**config.mk**
```make
export PLATFORM = sky130hd
export DESIGN_NAME = pcw_decoder
export DESIGN_NICKNAME = d
export VERILOG_FILES = /design/src/rtl/pcw_pkg.sv /design/src/rtl/pcw_err_search.sv /design/src/rtl/pcw_addr_match.sv /design/src/rtl/pcw_decoder.sv
export SDC_FILE = /design/constraint.sdc
export NUM_CORES = 1
export LEC_CHECK = 0
export BUFFER_PORTS_ARGS = -buffer_cell sky130_fd_sc_hd__buf_2
export CAP_MARGIN = 0
export CORE_ASPECT_RATIO = 0.8
export CORE_UTILIZATION = 30
export DETAILED_ROUTE_END_ITERATION = 10
export SLEW_MARGIN = 20
export SYNTH_ARGS = -nofsm -noshare
export SYNTH_HDL_FRONTEND = slang
export SYNTH_SLANG_ARGS = --single-unit
```
**constraint.sdc**
```tcl
create_clock -name clk -period 13 [get_ports clk]
set_input_delay 1.3 -clock clk [delete_from_list [all_inputs] [get_ports clk]]
set_output_delay 1.3 -clock clk [all_outputs]
set_load 0.05 [all_outputs]
```
**src/rtl/pcw_pkg.sv**
```systemverilog
package pcw_pkg;

    localparam int CW_W     = 32;
    localparam int SYN_W    = 10;
    localparam int ADDR_W   = 18;
    localparam int FRAME_W  = 3;
    localparam int FUNC_W   = 2;
    localparam int PAY_W    = 20;
    localparam int UADDR_W  = ADDR_W + FRAME_W;
    localparam int SEARCH_N = CW_W - 1;     // anchor positions 1..31
    localparam int LAST_CNT = SEARCH_N - 1;

    localparam logic [SYN_W:0]  GEN_POLY = 11'h769;
    localparam logic [CW_W-1:0] SYNC_CW  = 32'h7CD2_15D8;
    localparam logic [CW_W-1:0] IDLE_CW  = 32'h7A89_C197;

    typedef enum logic [1:0] {
        KIND_ADDR = 2'd0,
        KIND_MSG  = 2'd1,
        KIND_SYNC = 2'd2,
        KIND_IDLE = 2'd3
    } kind_t;

    typedef enum logic [1:0] {
        ST_IDLE,
        ST_SEARCH,
        ST_FINISH
    } state_t;

    // one candidate correction found by the search
    typedef struct packed {
        logic            hit;
        logic            single;
        logic [CW_W-1:0] mask;
    } fix_t;

    // remainder of bits 31..1 through the check-field divider
    function automatic logic [SYN_W-1:0] bch_syn(input logic [CW_W-1:0] w);
        logic [SYN_W-1:0] rem;
        logic             fb;
        rem = '0;
        for (int k = CW_W - 1; k >= 1; k--) begin
            fb  = rem[SYN_W-1] ^ w[k];
            rem = {rem[SYN_W-2:0], 1'b0};
            if (fb) rem = rem ^ GEN_POLY[SYN_W-1:0];
        end
        return rem;
    endfunction

    function automatic logic [SYN_W-1:0] pos_syn(input int p);
        return bch_syn(CW_W'(1) << p);
    endfunction

    function automatic kind_t classify(input logic [CW_W-1:0] w);
        if (w == SYNC_CW)      return KIND_SYNC;
        else if (w == IDLE_CW) return KIND_IDLE;
        else if (w[CW_W-1])    return KIND_MSG;
        else                   return KIND_ADDR;
    endfunction

endpackage

```
**src/rtl/pcw_err_search.sv**
```systemverilog
module pcw_err_search
    import pcw_pkg::*;
(
    input  logic [SYN_W-1:0] syn,
    input  logic [4:0]       pos,
    input  logic             burst_en,
    output fix_t             rnd,
    output fix_t             bst
);

    logic [SYN_W-1:0] stab [CW_W];
    logic [SYN_W-1:0] sp;

    for (genvar g = 0; g < CW_W; g++) begin : g_tab
        assign stab[g] = pos_syn(g);
    end

    assign sp = stab[pos];

    // single error at pos, or pos paired with any other position
    always_comb begin
        rnd = '0;
        if (syn == sp) begin
            rnd.hit    = 1'b1;
            rnd.single = 1'b1;
            rnd.mask   = CW_W'(1) << pos;
        end else begin
            for (int j = 1; j < CW_W; j++) begin
                if (!rnd.hit && (5'(j) != pos) && ((syn ^ sp) == stab[j])) begin
                    rnd.hit  = 1'b1;
                    rnd.mask = (CW_W'(1) << pos) | (CW_W'(1) << j);
                end
            end
        end
    end

    // bursts that start at pos: any subset of the next three bits
    logic [CW_W-1:0]  bm;
    logic [SYN_W-1:0] bs;
    logic             bok;
    logic [5:0]       q;

    always_comb begin
        bst = '0;
        bm  = '0;
        bs  = '0;
        bok = 1'b0;
        q   = '0;
        for (int p = 0; p < 8; p++) begin
            bm  = CW_W'(1) << pos;
            bs  = sp;
            bok = 1'b1;
            for (int b = 1; b <= 3; b++) begin
                if (p[b-1]) begin
                    q = {1'b0, pos} + 6'(b);
                    if (q[5]) begin
                        bok = 1'b0;
                    end else begin
                        bm = bm | (CW_W'(1) << q[4:0]);
                        bs = bs ^ stab[q[4:0]];
                    end
                end
            end
            if (burst_en && bok && !bst.hit && (bs == syn)) begin
                bst.hit  = 1'b1;
                bst.mask = bm;
            end
        end
    end

endmodule

```
**src/rtl/pcw_addr_match.sv**
```systemverilog
module pcw_addr_match
    import pcw_pkg::*;
#(
    parameter  int NUM_USERS = 6,
    localparam int IDX_W     = (NUM_USERS > 1) ? $clog2(NUM_USERS) : 1
)(
    input  logic [ADDR_W-1:0]                 addr,
    input  logic [FRAME_W-1:0]                frame,
    input  logic [NUM_USERS-1:0]              user_en,
    input  logic [NUM_USERS-1:0][UADDR_W-1:0] user_addr,
    output logic                              hit,
    output logic [IDX_W-1:0]                  idx
);

    logic [NUM_USERS-1:0] hits;

    for (genvar i = 0; i < NUM_USERS; i++) begin : g_cmp
        assign hits[i] = user_en[i] && (user_addr[i] == {addr, frame});
    end

    // lowest index wins
    always_comb begin
        idx = '0;
        for (int i = NUM_USERS - 1; i >= 0; i--) begin
            if (hits[i]) idx = IDX_W'(i);
        end
    end

    assign hit = |hits;

endmodule

```
**src/rtl/pcw_decoder.sv**
```systemverilog
module pcw_decoder
    import pcw_pkg::*;
#(
    parameter  int NUM_USERS = 6,
    localparam int IDX_W     = (NUM_USERS > 1) ? $clog2(NUM_USERS) : 1
)(
    input  logic                              clk,
    input  logic                              rst,
    input  logic                              in_valid,
    output logic                              in_ready,
    input  logic [CW_W-1:0]                   in_word,
    input  logic [FRAME_W-1:0]                in_frame,
    input  logic                              burst_en,
    input  logic [NUM_USERS-1:0]              user_en,
    input  logic [NUM_USERS-1:0][UADDR_W-1:0] user_addr,
    output logic                              out_valid,
    output logic [1:0]                        out_kind,
    output logic                              out_uncorr,
    output logic [CW_W-1:0]                   out_word,
    output logic [PAY_W-1:0]                  out_payload,
    output logic                              match_valid,
    output logic [IDX_W-1:0]                  match_idx,
    output logic [FUNC_W-1:0]                 match_func
);

    state_t             state;
    logic [4:0]         cnt;
    logic [CW_W-1:0]    cw_q;
    logic [FRAME_W-1:0] frame_q;
    logic [SYN_W-1:0]   syn_q;
    logic               burst_q;
    fix_t               rnd_q, bst_q;
    fix_t               srch_rnd, srch_bst;

    logic               accept;
    logic [4:0]         pos;

    assign in_ready = (state == ST_IDLE) || (state == ST_FINISH);
    assign accept   = in_valid && in_ready;
    assign pos      = cnt + 5'd1;

    pcw_err_search u_search (
        .syn      (syn_q),
        .pos      (pos),
        .burst_en (burst_q),
        .rnd      (srch_rnd),
        .bst      (srch_bst)
    );

    // ---------------- result assembly ----------------
    logic [CW_W-1:0] use_mask;
    logic [CW_W-1:0] fixed;
    logic            have_fix;
    logic            par_fix_ok;
    logic            bad;
    kind_t           kind;
    logic            am_hit;
    logic [IDX_W-1:0] am_idx;

    always_comb begin
        if (rnd_q.hit)                 use_mask = rnd_q.mask;
        else if (burst_q && bst_q.hit) use_mask = bst_q.mask;
        else                           use_mask = '0;

        have_fix   = (syn_q == '0) || rnd_q.hit || (burst_q && bst_q.hit);
        par_fix_ok = (syn_q == '0) || (rnd_q.hit && rnd_q.single);

        fixed = cw_q ^ use_mask;
        if ((^fixed) && par_fix_ok) fixed[0] = ~fixed[0];

        bad  = !have_fix || (^fixed) || (bch_syn(fixed) != '0);
        kind = classify(fixed);
    end

    pcw_addr_match #(.NUM_USERS(NUM_USERS)) u_match (
        .addr      (fixed[CW_W-2 -: ADDR_W]),
        .frame     (frame_q),
        .user_en   (user_en),
        .user_addr (user_addr),
        .hit       (am_hit),
        .idx       (am_idx)
    );

    // ---------------- control and registers ----------------
    always_ff @(posedge clk) begin
        if (rst) begin
            state       <= ST_IDLE;
            cnt         <= '0;
            cw_q        <= '0;
            frame_q     <= '0;
            syn_q       <= '0;
            burst_q     <= 1'b0;
            rnd_q       <= '0;
            bst_q       <= '0;
            out_valid   <= 1'b0;
            out_kind    <= '0;
            out_uncorr  <= 1'b0;
            out_word    <= '0;
            out_payload <= '0;
            match_valid <= 1'b0;
            match_idx   <= '0;
            match_func  <= '0;
        end else begin
            out_valid   <= 1'b0;
            match_valid <= 1'b0;

            case (state)
                ST_SEARCH: begin
                    if (srch_rnd.hit && !rnd_q.hit) rnd_q <= srch_rnd;
                    if (srch_bst.hit && !bst_q.hit) bst_q <= srch_bst;
                    cnt <= cnt + 5'd1;
                    if (cnt == 5'(LAST_CNT)) state <= ST_FINISH;
                end
                ST_FINISH: begin
                    out_valid   <= 1'b1;
                    out_kind    <= kind;
                    out_uncorr  <= bad;
                    out_word    <= fixed;
                    out_payload <= fixed[CW_W-2 -: PAY_W];
                    match_valid <= !bad && (kind == KIND_ADDR) && am_hit;
                    match_idx   <= am_idx;
                    match_func  <= fixed[CW_W-2-ADDR_W -: FUNC_W];
                    state       <= ST_IDLE;
                end
                default: ;
            endcase

            if (accept) begin
                cw_q    <= in_word;
                frame_q <= in_frame;
                syn_q   <= bch_syn(in_word);
                burst_q <= burst_en;
                rnd_q   <= '0;
                bst_q   <= '0;
                cnt     <= '0;
                state   <= ST_SEARCH;
            end
        end
    end

endmodule

```
* Word level (Yosys, flattened, before mapping)
Memory sizes are Yosys's and may differ from the RTL's.
Index checks and enable logic that the tools add are counted.
** Cells by class
- Add/subtract/negate cells :: 4
- Multiply operators :: 0
- Divide/modulo/power cells :: 0
- $lt $le $gt $ge :: 4
- Eq/ne operators :: 84
- Shifts and indexed selects :: 4
- Muxes and demuxes :: 278
- Bitwise logic cells :: 142
- Reductions and logical operators :: 159
** Operators with widths (count)
- two-way mux 32 bit :: 49
- two-way mux 10 bit :: 137
- inverter 6 bit :: 60
- bitwise OR 32 bit :: 7
- << shifter 1 x 5 -> 32 bit, first input constant :: 4
- equality test 21 bit :: 6
- equality test 10 bit, second input constant :: 12
- logical AND 1 bit :: 97
- equality test 10 bit :: 9
- two-way mux 1 bit :: 82
- equality test 10 x 9 -> 1 bit, second input constant :: 8
- != test 5 bit, first input constant :: 16
- bitwise XOR 10 bit :: 8
- equality test 32 x 31 -> 1 bit, second input constant :: 2
- parity 32 bit :: 2
- bitwise XOR 1 bit :: 60
- logical NOT 1 bit :: 41
- equality test 10 x 8 -> 1 bit, second input constant :: 4
- != test 4 x 5 -> 1 bit, first input constant :: 8
- bitwise XOR 32 bit :: 1
- greater-or-equal comparator 6 bit, second input constant :: 4
- inverter 5 -> 6 bit :: 4
- != test 3 x 5 -> 1 bit, first input constant :: 4
- two-way mux 3 bit :: 6
- other kinds (29) :: 44
** Word-level totals
- Register bits after elaboration :: 182
- Latch bits :: 0
- RAM bits :: 0
- Bits in read-only memories :: 1280
- Input bits :: 171
- Memories :: 4
** Memories
- (name not given) :: words 32, bits a word 10, read ports 1, clocked after Yosys merged registers in 0, wr ports 0, RTL line pcw_err_search.sv:60 : bs = bs ^ stab[q[4:0]];
- (name not given) :: words 32, bits a word 10, read ports 1, clocked after Yosys merged registers in 0, wr ports 0, RTL line pcw_err_search.sv:60
- (name not given) :: words 32, bits a word 10, read ports 1, clocked after Yosys merged registers in 0, wr ports 0, RTL line pcw_err_search.sv:18 : assign sp = stab[pos];
- (name not given) :: words 32, bits a word 10, read ports 1, clocked after Yosys merged registers in 0, wr ports 0, RTL line pcw_err_search.sv:60

* Logic depth before layout (Yosys ltp)
- Depth in word-level cells :: 162
- Depth in mapped cells :: 27
- Gate-level depth less buffers :: 20

* Cells and area by module
A second synthesis with hierarchy kept.
** Second synthesis, totals
- Cells, all modules :: 2731
- Area total of the unflattened synthesis :: 20086.8 µm²
** By module, submodules not included
- pcw_decoder :: instances 1, cells an instance 1109, area an instance 9615.5 µm², seq. area each 3203.1 µm²
- pcw_err_search :: instances 1, cells an instance 1419, area an instance 8856.0 µm², seq. area each 0.0 µm²
- pcw_addr_match :: instances 1, cells an instance 203, area an instance 1615.3 µm², seq. area each 0.0 µm²

* Worst setup path before layout
OpenSTA, ideal clock, no wires.
- Path kind :: register to register
- From :: reg cnt[0]
- To :: reg bst_q[6] (netlist bit)
- Library setup time :: 123 ps
- Arrival :: 5952 ps
- Required time :: 12877 ps
- Path slack :: 6924 ps
- Stages on the path, launching flop included :: 27
- Period minus slack after synthesis :: 6076 ps
- Cells stage by stage :: dfxtp_1 -> buf_2 -> inv_1 -> clkbuf_1 -> clkbuf_1 -> ha_1 -> clkbuf_1 -> buf_2 -> and2_1 -> ha_1 -> clkbuf_1 -> clkbuf_1 -> clkbuf_1 -> o21ai_0 -> o22ai_1 -> o211ai_1 -> o22ai_2 -> xnor2_1 -> or4_4 -> o211ai_2 -> nand3b_1 -> nor2_1 -> or3_1 -> buf_2 -> buf_6 -> a2111oi_2 -> nor2_1
** Between the ends
- Cells in the longest elaborated chain, start to end :: 38
- Elaborated cells on any way between the ends :: 114
- Those cells by class :: add/sub (4); eq/ne (8); shift (4); mux (45); bitwise (18); reduce/logical (31); memory (4)
** Ends and longest elaborated chain
- start, declared :: RTL line pcw_decoder.sv:27 : logic [4:0] cnt;
- start signal, assigned :: RTL line pcw_decoder.sv:111 : cnt <= cnt + 5'd1;
- adder 5 x 1 -> 5 bit (*) :: RTL line pcw_decoder.sv:40 : assign pos = cnt + 5'd1;
- net pos[0] :: RTL line pcw_decoder.sv:36 : logic [4:0] pos;
- parallel branches: the longest is 37 deep, another holds memory read (32 x 10 bit)
- end signal, assigned :: RTL line pcw_decoder.sv:110 : if (srch_bst.hit && !bst_q.hit) bst_q <= srch_bst;
- end, declared :: RTL line pcw_decoder.sv:32 : fix_t rnd_q, bst_q;
Mark *: on every way through the listed nets, which the timed path passes. The select of a mux whose other input is x is not followed.
A chain may end at the register's enable or synchronous reset.

* Worst setup path after layout
- From :: reg cnt[1]
- To :: reg bst_q[2] (netlist bit)
** Between the ends
- Cells in the longest elaborated chain, start to end :: 38
- Elaborated cells on any way between the ends :: 114
- Those cells by class :: add/sub (4); eq/ne (8); shift (4); mux (45); bitwise (18); reduce/logical (31); memory (4)
** Ends and longest elaborated chain (RTL line)
- adder 5 x 1 -> 5 bit (*) :: pcw_decoder.sv:40
- parallel branches: the longest is 37 deep, another holds memory read (32 x 10 bit)
Every way passes the cells marked *. The select of a mux whose other input is x is not followed.

==> impl_summary.txt <==
----------------------------------------------------
[Route]
  Iteration-0 DRC count of the detailed router ... 2,904
  Count of antenna-violating nets left after detailed routing ... 0
  Remaining design rule violation count ... 0
  Vias ... 21,008
  Average detailed-routed wire length per instance ... 25.4 µm
  Routed vias/inst ... 5.85
  Number of iterations in the first detailed-routing pass ... 6
  Total wire length ... ~91 mm

[Final layout]
  Fraction of layout instances using a drive strength above 1 ... 0.159
  Layout Area Growth over Synthesis ... 12.1%
  Post-layout nets ... approximately 2,900
  Cell Count, Final, Fillers Out ... 3,594
  Leading cell type in the layout, fill and taps excluded ... sky130_fd_sc_hd__nand2_1
  Commonest non-fill, non-tap cells in the layout ... sky130_fd_sc_hd__nand2_1, sky130_fd_sc_hd__buf_2, sky130_fd_sc_hd__nor2_1, sky130_fd_sc_hd__xnor2_1, sky130_fd_sc_hd__a21oi_1

[GRT]
  Gr usage total ... 0.268
  Vias in the first global route ... 19,033
  Wire length of the first global-routing pass ... 131 mm
  Maximum number of pins on one net before global-route repair ... 72
  Antenna violations before repair ... 2
  Remaining Overflow, GRT ... 0

[Critical path]
  Slowest stage cell on the critical path ... sky130_fd_sc_hd__ha_1
  RR Startpoint ... cnt[1]$_SDFFE_PP0P_
  Critical Path, Cell by Cell ... buf_4, ha_1, buf_4, and2b_2, o21ai_4, nand2_1, and2_1, ha_1, inv_1, or4_1, o211a_1, a211oi_1, o221ai_1, a211o_1, o31ai_2, buf_4, or4b_1, nand2_1, nor3_2, nor2_1, a2111oi_0, nor3_1
  Worst setup EP type ... register
  Crit path required time ... 13.33 ns
  Number of buffer and inverter stages on the critical path ... 4
  Kind of cell adding the most delay to the critical path ... simple AND/OR/NAND/NOR gates
  Worst Setup Start Kind ... register
  CP Class ... reg -> reg
  Critical Path AT ... roughly 8.8 ns
  R2R setup slack ... 4.53 ns
  Most used cell along the critical path ... sky130_fd_sc_hd__buf_4
  Reg-to-Reg End ... bst_q[2]$_SDFFE_PP0P_
  Highest net fanout along the worst path ... 28
  Number of cells traversed by the worst register-to-register path ... 22
  Critical Path Max Stage Delay ... 0.86 ns

[STA]
  Measured slew at the worst slew-check pin ... 1.23 ns
  Final setup violation count ... 0
  Unrepaired setup endpoints after global routing ... false
  Total negative slack ... 0 ns
  Worst slew margin relative to its limit ... 0.176
  Hold Worst Slack ... ~0.46 ns
  Maximum clock frequency ... around 0.12 GHz
  Total count of max-transition violations in the final report ... 0
  Largest clock skew in the final design ... between 0.015 and 0.02 ns
  Number of hold-slack violations in the final timing report ... 0
  Crit path time final ... 8.47 ns
  Final cycle utilization of the critical path ... 0.652

[CTS]
  Cts bufs inserted ... 17
  Number of clock sinks seen by CTS ... 160
  Clock insertion delay at the later pin of the skew report ... 0.46 ns
  Max H-tree Level ... 4
  Post-CTS sizing ... 0
  Setup repair bufs after CTS ... 0
  Hold bufs inserted after CTS ... 0
  Clock tree from TritonCTS ... yes
  Cell at the root of the clock tree ... sky130_fd_sc_hd__clkbuf_16
  Deepest clock path buffer count ... 2
  Clock-pin slew reported for the worst setup and hold paths after clock tree synthesis ... roughly 0.08 ns

[Pwr]
  Worst-case vdd ir drop ... around 0.55 mV
  Total power after layout ... 0.00367 W
  Pwr/cell area ... 168 mW/mm²
  Leakage Power ... 8.32 nW

[Logic synthesis]
  Total standard cell area after synthesis ... 0.0194 mm²
  Number of library cell types mapped by synthesis ... 114
  Asr flop ratio synth ... 0
  Number of flip-flops and latches in the synthesized netlist ... 160
  Mean instance size in the synthesized netlist ... 7.42 µm²
  Synthesized instance count ... 2,617
  Synth Net Count ... 2,832
  Most common flop cell mapped by yosys ... sky130_fd_sc_hd__dfxtp_1
  Number of flops mapped to enable cells by yosys ... 0
  Synth warn ... 0
  Proportion of synthesized chip area in sequential cells ... 0.165

[Die]
  Overall die height ... roughly 230 µm
  Placement row count ... 83
  Number of primary I/O pins ... ~230
  Initial core utilization ... 0.303
  Area of the die ... 0.0658 mm²
  Core outline area ... ~0.064 mm²
  DIE WIDTH ... 286 µm

[Worst hold path]
  Launch instance of the worst min-delay path ... rnd_q[10]$_SDFFE_PP0P_
  Worst Hold Path EP ... rnd_q[10]$_SDFFE_PP0P_
  Number of cells traversed by the worst hold path ... 2
  Worst min-delay path category ... reg -> reg

[Placed design]
  Gp weighted congestion ... 1.02
  Hpwl dp ... between 70 and 80 mm
  Number of buffer cells added on primary ports ... 233
  Cells after DPL ... 3,559

[Run]
  Max cap viols ... 0

[Outcome]
  Result of the run ... complete, no violations

----------------------------------------------------
registers in the layout (all words and copies together) (netlist names):
signal       flops
match_valid      1
match_idx        3
out_kind         2
rnd_q           34
cnt              5
bst_q           33
out_valid        1
cw_q            32
syn_q           10
out_uncorr       1
out_word        32
burst_q          1
state            2
frame_q          3
cell usage after synthesis (all sizes together), types with 27 or more instances:
master	n	area, µm²
a22oi	27	203
nor2b	31	194
nor4	38	244
xnor2	251	2380
dfxtp	160	3200
nand4	38	238
nand2	366	1390
o211ai	39	298
nor2	232	878
o21ai	135	691
inv	46	173
xnor3	35	790
clkbuf	105	394
a21oi	194	975
mux2i	32	320
nand3	79	395
ha	44	551
xor2	149	1350
a211oi	40	310
buf	98	616
nor3	85	445
cell type report:
type | count | area, µm²
Fill cell | 6908 | 42300
Multi-Input combinational cell | 2205 | 15100
Sequential cell | 160 | 3210
Timing Repair Buffer | 295 | 1630
Tap cell | 850 | 1060
Clock buffer | 17 | 425
Clock inverter | 15 | 185
Inverter | 49 | 184
Antenna cell | 3 | 7.51
stage by stage:
stage | util | instance area (µm²) | setup slack (ns)
floorplan | - | 19400 | 6.92
global placement | 0.330 | 21200 | 5.05
detailed placement | 0.330 | 21200 | 4.78
CTS | 0.340 | 21800 | 4.74
global route | 0.340 | 21800 | 4.10
finish | 0.340 | 21800 | 4.53
where the power goes:
group | internal [W] | leakage (nW) | switching [W] | total [W]
clock | 0.000261 | 0.293 | 0.000262 | 0.000523
sequential | 0.000513 | 1.30 | 0.0000327 | 0.000545
combinational | 0.00117 | 6.73 | 0.00143 | 0.00260
total | 0.00194 | 8.32 | 0.00172 | 0.00367
worst max path at each step:
stage	from	endpoint	slack (ns)	cells past startpoint
CTS	cnt[1]$_SDFFE_PP0P_	bst_q[2]$_SDFFE_PP0P_	4.74	22
finish	cnt[1]$_SDFFE_PP0P_	bst_q[2]$_SDFFE_PP0P_	4.53	22
floorplan	cnt[0]$_SDFFE_PP0P_	bst_q[6]$_SDFFE_PP0P_	6.92	26
global route	cnt[1]$_SDFFE_PP0P_	bst_q[2]$_SDFFE_PP0P_	4.10	22
detailed placement	cnt[1]$_SDFFE_PP0P_	bst_q[2]$_SDFFE_PP0P_	4.78	22
global placement	cnt[1]$_SDFFE_PP0P_	bst_q[2]$_SDFFE_PP0P_	5.05	22
per-layer routing:
metal  GRT usage  vias up  wire length (µm)
met3       0.106      135             12600
met2       0.362     1309             36200
li1            -     9544                 -
met1       0.386    10020             40600
met5           0        -                 0
met4      0.0672        0              1940
cell families (layout without fill, tap and decap cells):
family / Yosys count / count (layout) / synth area share
mux: 44 / 44 / 0.0275
simple gates: 1009 / 1009 / 0.246
xor+xnor: 441 / 441 / 0.240
flops: 160 / 160 / 0.165
fa+ha+maj: 47 / 47 / 0.0299
buf+inv: 252 / 376 / 0.0615
other cells: 0 / 3 / 0
compound gates: 664 / 664 / 0.230
worst min-delay path, stage by stage (launching register included):
cell and delay, ns:
sky130_fd_sc_hd__dfxtp_1 0.32, sky130_fd_sc_hd__nand2_1 0.05, sky130_fd_sc_hd__a21oi_1 0.05
Power figures use the tool's default switching activity.
